--- src/rtl/flash_algo_status_pkg.sv ---
package flash_algo_status_pkg;
  localparam int BUS_W = 16;

  typedef enum logic [1:0] {
    CMD_NOP   = 2'd0,
    CMD_PROG  = 2'd1,
    CMD_ERASE = 2'd2,
    CMD_CLR   = 2'd3
  } cmd_e;

  typedef struct packed {
    logic dpoll;
    logic tog;
    logic tlim;
    logic rsv4;
    logic etmr;
    logic tog2;
    logic rsv1;
    logic rsv0;
  } flags_t;
endpackage

--- src/rtl/flash_algo_seq.sv ---
module flash_algo_seq
  import flash_algo_status_pkg::*;
#(
  parameter int CNT_W = 16
) (
  input  logic             clk,
  input  logic             rst_n,
  input  logic             cmd_valid,
  input  logic [1:0]       cmd_kind,
  input  logic             cmd_msb,
  input  logic [CNT_W-1:0] cfg_prog_cyc,
  input  logic [CNT_W-1:0] cfg_erase_cyc,
  input  logic [CNT_W-1:0] cfg_limit,
  output logic             busy,
  output logic             erase_op,
  output logic             poll_bit,
  output logic             tl_flag,
  output logic             start,
  output logic             done
);
  logic             busy_q, busy_n;
  logic             erase_q, erase_n;
  logic             msb_q, msb_n;
  logic             tl_q, tl_n;
  logic [CNT_W-1:0] cnt_q, cnt_n;
  logic [CNT_W-1:0] el_q, el_n;
  logic [CNT_W-1:0] load_raw, load_val;
  logic             accept, run_en;

  always_comb begin
    accept   = cmd_valid && !busy_q &&
               (cmd_kind == CMD_PROG || cmd_kind == CMD_ERASE);
    load_raw = (cmd_kind == CMD_ERASE) ? cfg_erase_cyc : cfg_prog_cyc;
    load_val = (load_raw == '0) ? {{(CNT_W-1){1'b0}}, 1'b1} : load_raw;
    run_en   = accept || busy_q;
  end

  // next state of the sequence
  always_comb begin
    busy_n  = busy_q;
    erase_n = erase_q;
    msb_n   = msb_q;
    cnt_n   = cnt_q;
    el_n    = el_q;
    if (accept) begin
      busy_n  = 1'b1;
      cnt_n   = load_val;
      el_n    = '0;
      erase_n = (cmd_kind == CMD_ERASE);
      msb_n   = (cmd_kind == CMD_ERASE) ? 1'b1 : cmd_msb;
    end else if (busy_q) begin
      if (cnt_q == {{(CNT_W-1){1'b0}}, 1'b1}) busy_n = 1'b0;
      else cnt_n = cnt_q - 1'b1;
      if (el_q != '1) el_n = el_q + 1'b1;
    end
  end

  always_comb begin
    tl_n = tl_q;
    if (cmd_valid && cmd_kind == CMD_CLR) tl_n = 1'b0;
    else if (busy_q && el_q >= cfg_limit) tl_n = 1'b1;
  end

  always_ff @(posedge clk or negedge rst_n) begin
    if (!rst_n) begin
      busy_q  <= 1'b0;
      erase_q <= 1'b0;
      msb_q   <= 1'b0;
      cnt_q   <= '0;
      el_q    <= '0;
      tl_q    <= 1'b0;
    end else begin
      tl_q <= tl_n;
      if (run_en) begin
        busy_q  <= busy_n;
        erase_q <= erase_n;
        msb_q   <= msb_n;
        cnt_q   <= cnt_n;
        el_q    <= el_n;
      end
    end
  end

  assign busy     = busy_q;
  assign erase_op = erase_q;
  assign poll_bit = ~msb_q;
  assign tl_flag  = tl_q;
  assign start    = accept;
  assign done     = busy_q && (cnt_q == {{(CNT_W-1){1'b0}}, 1'b1});
endmodule

--- src/rtl/flash_algo_flags.sv ---
module flash_algo_flags
  import flash_algo_status_pkg::*;
(
  input  logic             clk,
  input  logic             rst_n,
  input  logic             busy,
  input  logic             erase_op,
  input  logic             poll_bit,
  input  logic             tl_flag,
  input  logic             start,
  input  logic             prog_mode,
  input  logic             rd_req,
  input  logic [1:0]       rd_size,
  input  logic             rd_addr_lsb,
  input  logic [BUS_W-1:0] arr_rdata,
  output logic [BUS_W-1:0] rd_data
);
  logic   tog_q, tog_n, tog2_q, tog2_n;
  logic   gated, flag_rd;
  flags_t flags;

  always_comb begin
    gated   = busy && prog_mode;
    flag_rd = rd_req && gated &&
              (rd_size == 2'd1 || (rd_size == 2'd0 && rd_addr_lsb));
    flags       = '0;
    flags.dpoll = poll_bit;
    flags.tog   = tog_q;
    flags.tlim  = tl_flag;
    flags.etmr  = erase_op;
    flags.tog2  = tog2_q;
    if (!gated)       rd_data = arr_rdata;
    else if (flag_rd) rd_data = {{(BUS_W-8){1'b0}}, flags};
    else              rd_data = '0;
  end

  always_comb begin
    tog_n  = tog_q;
    tog2_n = tog2_q;
    if (start) begin
      tog_n  = 1'b0;
      tog2_n = 1'b0;
    end else if (flag_rd) begin
      tog_n  = ~tog_q;
      tog2_n = tog2_q ^ erase_op;
    end
  end

  always_ff @(posedge clk or negedge rst_n) begin
    if (!rst_n) begin
      tog_q  <= 1'b0;
      tog2_q <= 1'b0;
    end else if (start || flag_rd) begin
      tog_q  <= tog_n;
      tog2_q <= tog2_n;
    end
  end
endmodule

--- src/rtl/flash_algo_irq.sv ---
module flash_algo_irq (
  input  logic       clk,
  input  logic       rst_n,
  input  logic       done,
  input  logic       ctl_we,
  input  logic [2:1] ctl_wdata,
  output logic       ie,
  output logic       pend,
  output logic       irq
);
  logic ie_q, ie_n, pend_q, pend_n;

  always_comb begin
    ie_n   = ctl_we ? ctl_wdata[1] : ie_q;
    pend_n = pend_q;
    if (done) pend_n = 1'b1;
    else if (ctl_we && ctl_wdata[2]) pend_n = 1'b0;
  end

  always_ff @(posedge clk or negedge rst_n) begin
    if (!rst_n) begin
      ie_q   <= 1'b0;
      pend_q <= 1'b0;
    end else begin
      if (ctl_we) ie_q <= ie_n;
      if (done || ctl_we) pend_q <= pend_n;
    end
  end

  assign ie   = ie_q;
  assign pend = pend_q;
  assign irq  = ie_q && pend_q;
endmodule

--- src/rtl/flash_algo_status.sv ---
module flash_algo_status
  import flash_algo_status_pkg::*;
#(
  parameter int CNT_W = 16
) (
  input  logic             clk,
  input  logic             rst_n,
  input  logic             prog_mode,
  input  logic             cmd_valid,
  input  logic [1:0]       cmd_kind,
  input  logic             cmd_msb,
  input  logic [CNT_W-1:0] cfg_prog_cyc,
  input  logic [CNT_W-1:0] cfg_erase_cyc,
  input  logic [CNT_W-1:0] cfg_limit,
  input  logic             rd_req,
  input  logic [1:0]       rd_size,
  input  logic             rd_addr_lsb,
  input  logic [BUS_W-1:0] arr_rdata,
  output logic [BUS_W-1:0] rd_data,
  input  logic             ctl_we,
  input  logic [2:1]       ctl_wdata,
  output logic [2:0]       ctl_rdata,
  output logic             rdy,
  output logic             irq
);
  logic [1:0] rst_sync;
  logic       rst_int_n;
  logic       busy, erase_op, poll_bit, tl_flag, start, done, ie, pend;

  // asynchronous assert, synchronous release
  always_ff @(posedge clk or negedge rst_n) begin
    if (!rst_n) rst_sync <= 2'b00;
    else        rst_sync <= {rst_sync[0], 1'b1};
  end
  assign rst_int_n = rst_sync[1];

  flash_algo_seq #(.CNT_W(CNT_W)) seq_i (
    .clk(clk), .rst_n(rst_int_n), .cmd_valid(cmd_valid), .cmd_kind(cmd_kind),
    .cmd_msb(cmd_msb), .cfg_prog_cyc(cfg_prog_cyc), .cfg_erase_cyc(cfg_erase_cyc),
    .cfg_limit(cfg_limit), .busy(busy), .erase_op(erase_op), .poll_bit(poll_bit),
    .tl_flag(tl_flag), .start(start), .done(done)
  );

  flash_algo_flags flags_i (
    .clk(clk), .rst_n(rst_int_n), .busy(busy), .erase_op(erase_op),
    .poll_bit(poll_bit), .tl_flag(tl_flag), .start(start), .prog_mode(prog_mode),
    .rd_req(rd_req), .rd_size(rd_size), .rd_addr_lsb(rd_addr_lsb),
    .arr_rdata(arr_rdata), .rd_data(rd_data)
  );

  flash_algo_irq irq_i (
    .clk(clk), .rst_n(rst_int_n), .done(done), .ctl_we(ctl_we),
    .ctl_wdata(ctl_wdata), .ie(ie), .pend(pend), .irq(irq)
  );

  assign rdy       = ~busy;
  assign ctl_rdata = {pend, ie, rdy};
endmodule

--- config.mk ---
export PLATFORM = sky130hd
export DESIGN_NAME = flash_algo_status
export DESIGN_NICKNAME = d
export VERILOG_FILES = /design/src/rtl/flash_algo_status_pkg.sv /design/src/rtl/flash_algo_seq.sv /design/src/rtl/flash_algo_flags.sv /design/src/rtl/flash_algo_irq.sv /design/src/rtl/flash_algo_status.sv
export SDC_FILE = /design/constraint.sdc
export NUM_CORES = 1
export LEC_CHECK = 0
export ABC_AREA = 1
export BUFFER_PORTS_ARGS = -buffer_cell sky130_fd_sc_hd__clkbuf_2
export CORE_AREA = 10 10 111 113
export CTS_BUF_LIST = sky130_fd_sc_hd__clkbuf_8
export DETAILED_ROUTE_END_ITERATION = 12
export DIE_AREA = 0 0 121 123
export PLACE_DENSITY = 0.67
export RECOVER_POWER = 25
export SETUP_SLACK_MARGIN = 0.02
export SLEW_MARGIN = 25
export SYNTH_ARGS = -nofsm -noshare
export SYNTH_HDL_FRONTEND = slang
export SYNTH_SLANG_ARGS = --single-unit
--- constraint.sdc ---
create_clock -name clk -period 1.9 [get_ports clk]
set_input_delay 0.19 -clock clk [delete_from_list [all_inputs] [get_ports clk]]
set_output_delay 0.19 -clock clk [all_outputs]
set_load 0.02 [all_outputs]
==> results of run 1 <==
## area by class of cell
| cell class | count | area (um^2) | share of cell area (%) |
|---|---|---|---|
| Clock buffer | 5 | 68.8 | 1.62 |
| Clock inverter | 3 | 40.0 | 0.943 |
| Inverter | 80 | 303 | 7.13 |
| Multi-Input combinational cell | 389 | 2000 | 47.2 |
| Sequential cell | 42 | 1050 | 24.8 |
| Tap cell | 136 | 170 | 4.01 |
| Timing Repair Buffer | 114 | 609 | 14.3 |
## state kept, by name, summed over array words and instances, names as in the netlist
| signal | cells |
|---|---|
| seq_i.cnt_q | 16 |
| seq_i.el_q | 16 |
| rst_sync | 2 |
| flags_i.tog2_q | 1 |
| flags_i.tog_q | 1 |
| irq_i.ie | 1 |
| irq_i.pend | 1 |
| seq_i.busy | 1 |
| seq_i.erase_op | 1 |
| seq_i.msb_q | 1 |
| seq_i.tl_flag | 1 |
## power groups by stage
stage | combinational (mW) | clock, mW | sequential [mW]
2_1_floorplan | 1.60 | 0 | 1.42
3_3_place_gp | 2.08 | 0 | 1.48
3_5_place_dp | 2.13 | 0 | 1.48
4_1_cts | 2.14 | 0.747 | 1.47
5_1_grt | 2.50 | 0.782 | 1.51
6_report | 2.19 | 0.713 | 1.46
## repair_timing
action | in CTS | in global routing
hold buffers | 1 | 0
gates resized for setup | 1 | 6
pin swaps | 0 | 2
endpoints found under the hold margin | 2 | 0
buffers inserted | 0 | 3
cloned | 0 | 1
endpoints found under the setup margin | 5 | 20
## worst paths after layout
path / start / endpoint / slack, ns
worst max-delay path: seq_i.el_q[0] / seq_i.el_q[7] / 0.16
worst min-delay path: ctl_wdata[1] / irq_i.ie / 0.12
worst max register to register: seq_i.el_q[0] / seq_i.el_q[7] / 0.16
worst min register to register: rst_sync[0] / rst_sync[1] / 0.36
max in group asynchronous: rst_sync[1] / seq_i.busy / 0.68
min in group asynchronous: rst_n / rst_sync[0] / 0.20
## per-stage QoR
| stage | hold slack [ns] | std cells | power, mW | area [um^2] |
|---|---|---|---|---|
| floorplan | -0.106 | 526 | 3.03 | 3450 |
| global placement | -0.0223 | 756 | 3.56 | 4090 |
| detailed placement | -0.0205 | 756 | 3.61 | 4090 |
| CTS | 0.108 | 765 | 4.36 | 4210 |
| global route | 0.115 | 769 | 4.79 | 4250 |
| finish | 0.121 | 769 | 4.37 | 4250 |
## layout by cell type, fill, tap and decap left out, types with 2 or more instances in the layout
master      n
nand2_1   156
clkbuf_2   98
inv_1      76
nor2_1     56
dfrtp_1    40
nand3_1    27
a21oi_1    27
o21ai_0    24
ha_1       21
buf_4      14
nand4_1    12
nor3_1     12
o21ai_1    10
o21ai_2     8
xor2_1      6
nand2_2     5
clkbuf_8    5
nor2_2      4
or2_2       4
nor2_4      3
inv_2       3
o31ai_1     2
nand3b_1    2
clkinv_2    2
dfrtp_2     2
## synthesized netlist by cell type (3+ instances only)
| library cell | count | share of area (%) |
|---|---|---|
| a21oi_1 | 27 | 3.9 |
| buf_2 | 4 | 0.58 |
| buf_4 | 5 | 1.1 |
| buf_6 | 4 | 1.3 |
| clkbuf_1 | 3 | 0.33 |
| dfrtp_1 | 42 | 30 |
| ha_1 | 21 | 7.6 |
| inv_1 | 76 | 8.3 |
| inv_2 | 4 | 0.44 |
| nand2_1 | 157 | 17 |
| nand2_2 | 4 | 0.73 |
| nand3_1 | 27 | 3.9 |
| nand4_1 | 12 | 2.2 |
| nor2_1 | 58 | 6.3 |
| nor3_1 | 12 | 1.7 |
| o21ai_0 | 24 | 3.5 |
| o21ai_1 | 10 | 1.5 |
| o21ai_2 | 8 | 2.0 |
| or2_2 | 4 | 0.73 |
| xor2_1 | 6 | 1.5 |
## kinds of logic after synthesis
| group | count (synthesis) | synth area share [%] |
|---|---|---|
| other | 1 | 0.109 |
| DFF | 42 | 30.5 |
| muxes | 1 | 0.326 |
| AOI/OAI and AO/OA | 75 | 12.4 |
| buffers and inverters | 96 | 12.0 |
| adders and majority gates | 21 | 7.62 |
| xor gates and xnor gates | 6 | 1.52 |
| and+or+nand+nor | 284 | 35.5 |
## routing by layer
metal	vias up	share of wire (%)	track usage, %
li1	1870	-	-
met1	1563	47	16.5
met2	120	43	20.0
met3	13	8.0	3.42
met4	0	1.6	4.15
met5	-	0	0
## critical path, cell delays in order, from the launching register on
cell	delay (ns)
dfrtp_1	0.39
ha_1	0.23
nand3_2	0.15
nor2_4	0.19
nand2_2	0.11
o21ai_4	0.15
nand2_2	0.22
nand2_2	0.14
o21ai_2	0.05
==> metrics.yaml, run 1 <==
status: "complete, no violations"
cts.sinks: 42
gr-total-overflow: 0
setup_viol: 0
antenna_found_initial: 0
layout-drive-gt1-share_pct: 24.6
critPathLaunchType: "flip-flop"
maxSlewViolCount: 0
final_nets: 731
avgRoutedWirePerCell_um: 12.4
ys_ff_latch: 42
dieHeight_um: 123
fp.dieW_um: 121
synthToLayoutAreaGrowth_pct: 23.1
critPathCaptureType: "flip-flop"
setup_tns_ns: 0
ys_seq_area_share_pct: 30.5
grt_pass1_vias: 3465
synth_ff_type: "dfrtp_1"
worst_hold_path.num_cells: 2
port_buffers: 98
finClkSkew_ns: 0.00700
gp_congestion: 0.878
crit_required_ns: 2.09
cp.arrival_ns: 1.93
worst_slack_ns: 0.161
clk_latency_ns: 0.30
post-dp-hpwl_um: 7690
synth-async-reset-ratio_pct: 100
grt_max_degree: 41
cts_buffers: 5
leakage_nw: 2.38
synth_edf_count: 0
ios: 99
grt_first_pass_wirelength_um: 15900
max_slew_margin_pct: 30.8
rsz0062_at_grt: "no"
path_class: "reg -> reg"
die_area_um2: 14900
wl_um: 9570
p_clk_share_pct: 16.3
fmax_mhz: 575
tightest_slew_ns: 1.04
vias: 3566
dp_slack_ns: 0.0467
track_usage_pct: 12.7
synthCells: 526
period_needed_ns: 1.74
final_util_pct: 41.9
power_density_nw_per_um2: 1030
syn-num-nets: 625
power.internal_mw: 2.42
crit_path_max_fanout: 11
diodes: 0
drtAntennaViolNets: 0
hold_class: "in -> reg"
cts_max_level: 2
drc: 0
core_area_um2: 10100
reg2reg_depth: 8
p_comb_share_pct: 50.2
ir_worst_vdd_mv: 0.352
hold_viol_final: 0
drt_pre_antenna_iters: 4
ys_warn_count: 0
switching_power_mw: 1.95
drt_iter0_markers: 125
row_count: 37
clockBufferDepth: 2
switching_share_pct: 44.6
clockRootBuffer: "clkbuf_8"
fillers: 1076
max_cap_viol_count: 0
seq_power_share_pct: 33.4
floorplan.initialDensity_pct: 34.0
synthesis.area_um2: 3450
path_clk_slew_ns: 0.09
vias_per_cell: 4.64
min_period_over_period_pct: 91.5
avgSynthCellArea_um2: 6.56
synth.distinct_cells: 34
tritoncts: "done"
No activity file was read; power rests on OpenSTA's default activity.
==> run 2, diff against run 1 <==
- ABC_AREA: 1 -> not set
- CORE_AREA: 10 10 111 113 -> 10 10 105 107
- DIE_AREA: 0 0 121 123 -> 0 0 115 117
- PLACE_DENSITY: 0.67 -> 0.69
==> run 2 against run 1 <==
  * Total power decreased by 2.3%
  * Fmax decreased by 8.0%
  * First-iteration DRC count increased by 36%
  * Clock power decreased by 17%
  * Sequential share of layout area decreased by 0.48 points
  * Largest power group unchanged
==> metrics.yaml, run 2 <==
rsz0062_at_grt: "yes"
drc: 0  # unchanged
ys_warn_count: 0  # unchanged
synth_commonest_cells: "dfrtp_1, nor2_1, nand2_1"
ys_ff_latch: 42  # unchanged
tightest_slew_ns: 1.05  # +0.00766 ns
critical_path.top_delay_family: "simple AND/OR/NAND/NOR gates"
seq_power_share_pct: 37.5  # +4.1 points
drtAntennaViolNets: 0  # unchanged
switching_share_pct: 40.6  # -4.1 points
tritoncts: "done"
clk_latency_ns: 0.30  # about the same
power_density_nw_per_um2: 985  # -4.2%
synth_compound_area_share_pct: 17.4  # +5.0 points
critPathBufInv: 0  # unchanged
port_buffers: 98  # unchanged
diodes: 0  # unchanged
critPathLaunchType: "flip-flop"
dp_slack_ns: -0.0521  # -0.0988 ns
final_area_um2: 4330  # +2.0%
drt_pre_antenna_iters: 5  # +1
synthesis.area_um2: 3080  # -11%
netlist.area_leader.share_pct: 34.2  # +3.7 points
slowest_stage: "or4_4"
yosysTopAreaCell: "dfrtp_1"
path_clk_slew_ns: 0.09  # about the same
dp_cells: 596  # -21%
ys_seq_area_share_pct: 34.2  # +3.7 points
hold_class: "in -> reg"
vias_per_cell: 5.36  # +16%
layout_common_cells: "clkbuf_2, buf_4, dfrtp_1"
worst_slack_ns: 0.0106  # -0.151 ns
cts_max_level: 2  # unchanged
synthCells: 355  # -33%
ir_worst_vdd_mv: 0.341  # -3.3%
synthAdderAreaFrac_pct: 8.54  # +0.92 points
instances_no_fill: 613  # -20%
max_slew_margin_pct: 30.3  # -0.51 points
floorplan.initialDensity_pct: 34.1  # +0.081 points
cts.sinks: 42  # unchanged
core_area_um2: 9020  # -11%
synth_edf_count: 0  # unchanged
post-dp-hpwl_um: 7810  # +1.5%
switching_power_mw: 1.73  # -11%
grt_max_degree: 41  # unchanged
cp.arrival_ns: 2.07  # +0.14 ns
p_clk_share_pct: 13.9  # -2.4 points
cp_cell_sequence: "nor4_4, nand2_2, or4_4, a222oi_1, o21ai_1"
finClkSkew_ns: 0.0121  # +0.00514 ns
power.internal_mw: 2.54  # +4.9%
p_comb_share_pct: 48.6  # -1.6 points
clockBufferDepth: 2  # unchanged
crit_required_ns: 2.08  # about the same
hold_viol_final: 0  # unchanged
path_class: "reg -> reg"
cts_buffers: 5  # unchanged
synthXorXnorAreaFrac_pct: 2.85  # +1.3 points
clockRootBuffer: "clkbuf_8"
min_period_over_period_pct: 99.4  # +7.9 points
drt_iter0_markers: 170  # +36%
track_usage_pct: 13.7  # +1.0 points
avgSynthCellArea_um2: 8.67  # +32%
fmax_mhz: 529  # -8.0%
yosysMostFrequentCell: "dfrtp_1"
dieHeight_um: 117  # -4.9%
synth-async-reset-ratio_pct: 100  # unchanged
gr-total-overflow: 0  # unchanged
synth_ff_type: "dfrtp_1"
final_nets: 600  # -18%
synthMuxAreaShare_pct: 5.90  # +5.6 points
ys_top_cells_by_area: "dfrtp_1, ha_1, mux2i_1"
crit_path_max_fanout: 5  # -6
status: "complete, no violations"
slowest_delay_ns: 0.55  # +0.16 ns
avgRoutedWirePerCell_um: 16.0  # +28%
setup_viol: 0  # unchanged
synth.distinct_cells: 59  # +74%
reg_top3: "seq_i.cnt_q (16), seq_i.el_q (16), rst_sync (2)"
finalPower_mw: 4.27  # -2.3%
max_cap_viol_count: 0  # unchanged
antenna_found_initial: 0  # unchanged
layout-drive-gt1-share_pct: 38.6  # +14 points
maxSlewViolCount: 0  # unchanged
placed_area_um2: 4030  # -1.4%
period_needed_ns: 1.89  # +0.151 ns
ios: 99  # unchanged
synthToLayoutAreaGrowth_pct: 40.8
hold_ws_ns: 0.119  # -0.00256 ns
wl_um: 9790  # +2.4%
grt_first_pass_wirelength_um: 15300  # -3.5%
fp.dieW_um: 115  # -5.0%
yosys.area_share.simple_pct: 25.5  # -10 points
vias: 3287  # -7.8%
grt_pass1_vias: 3265  # -5.8%
leakage_nw: 2.15  # -9.5%
critPathCaptureType: "flip-flop"
final_common_cell: "clkbuf_2"
row_count: 35  # -5.4%
synth_top_family_by_area: "simple AND/OR/NAND/NOR gates"
die_area_um2: 13500  # -9.6%
gp_congestion: 0.881  # +0.30%
syn-num-nets: 454  # -27%
## run 2: changes by cell type after synthesis, moves of 7 or more
| cell | change |
|---|---|
| nand3_1 | -13 |
| nor2_1 | -30 |
| inv_1 | -51 |
| o21ai_2 | -8 |
| mux2i_1 | +17 |
| nand2_1 | -131 |
| and2_1 | +14 |
| o211ai_1 | +8 |
| a21oi_1 | -14 |
| nor4_1 | +7 |
| o21ai_1 | -9 |
## run 2: cell type report
cell class,instances,area (um^2)
clock inverters,3,18.8
clock buffers,5,68.8
repair buffers,154,947
flip-flops and latches,42,1050
inverters,26,97.6
multi-input cells,272,2010
fillers,838,4690
well taps,111,139
## run 2: final timing paths
| kind | from | endpoint | slack, ns | depth (start not counted) |
|---|---|---|---|---|
| worst max-delay path | seq_i.cnt_q[7] | seq_i.cnt_q[11] | 0.01 | 5 |
| worst max register to register | seq_i.cnt_q[7] | seq_i.cnt_q[11] | 0.01 | 5 |
| worst min-delay path | ctl_wdata[1] | irq_i.ie | 0.12 | 2 |
| min in group asynchronous | rst_n | rst_sync[0] | 0.19 | 2 |
| max in group asynchronous | rst_sync[1] | seq_i.el_q[9] | 0.69 | 1 |
| worst min register to register | rst_sync[0] | rst_sync[1] | 0.36 | 0 |
## run 2: layer usage
metal | part of all wire [%] | up-vias | track usage, %
li1 | - | 1591 | -
met5 | 0 | - | 0
met3 | 9.8 | 12 | 3.67
met1 | 40 | 1551 | 15.9
met2 | 50 | 133 | 24.3
met4 | 0.93 | 0 | 3.47
## run 2: what timing repair did
item / 4_1_cts / 5_1_grt
resized for setup: 8 / 33
pin swaps: 2 / 10
gates cloned: 0 / 0
endpoints found under the setup margin: 14 / 31
hold buffers: 1 / 0
endpoints found under the hold margin: 2 / 0
buffers inserted: 2 / 6
## run 2: cell families (layout without fill, tap and decap cells)
kind of cell | Yosys count | in the layout
flops | 42 | 42
simple gates | 144 | 144
fa+ha+maj | 21 | 21
other cells | 1 | 1
compound gates | 78 | 78
buf+inv | 41 | 188
mux | 18 | 18
xor+xnor | 10 | 10
## run 2: worst reg2reg max path: stages, from the launching register on
cell      delay [ns]
dfrtp_1         0.41
nor4_4          0.32
nand2_2         0.13
or4_4           0.55
a222oi_1        0.26
o21ai_1         0.11
## run 2: stage by stage
step / util (%) / setup TNS, ns
final: 48.0 / 0
after global routing: 48.0 / -0.130
after CTS: 46.3 / 0
after detailed placement: 44.7 / -0.253
after global placement: 44.7 / 0
after floorplan: - / -0.0733
## run 2: power groups by stage
stage	registers (mW)	clock network, mW	logic (mW)
floorplan	1.59	0	1.05
global placement	1.58	0	1.76
detailed placement	1.60	0	1.83
CTS	1.58	0.616	1.90
global route	1.65	0.655	2.33
finish	1.60	0.594	2.07
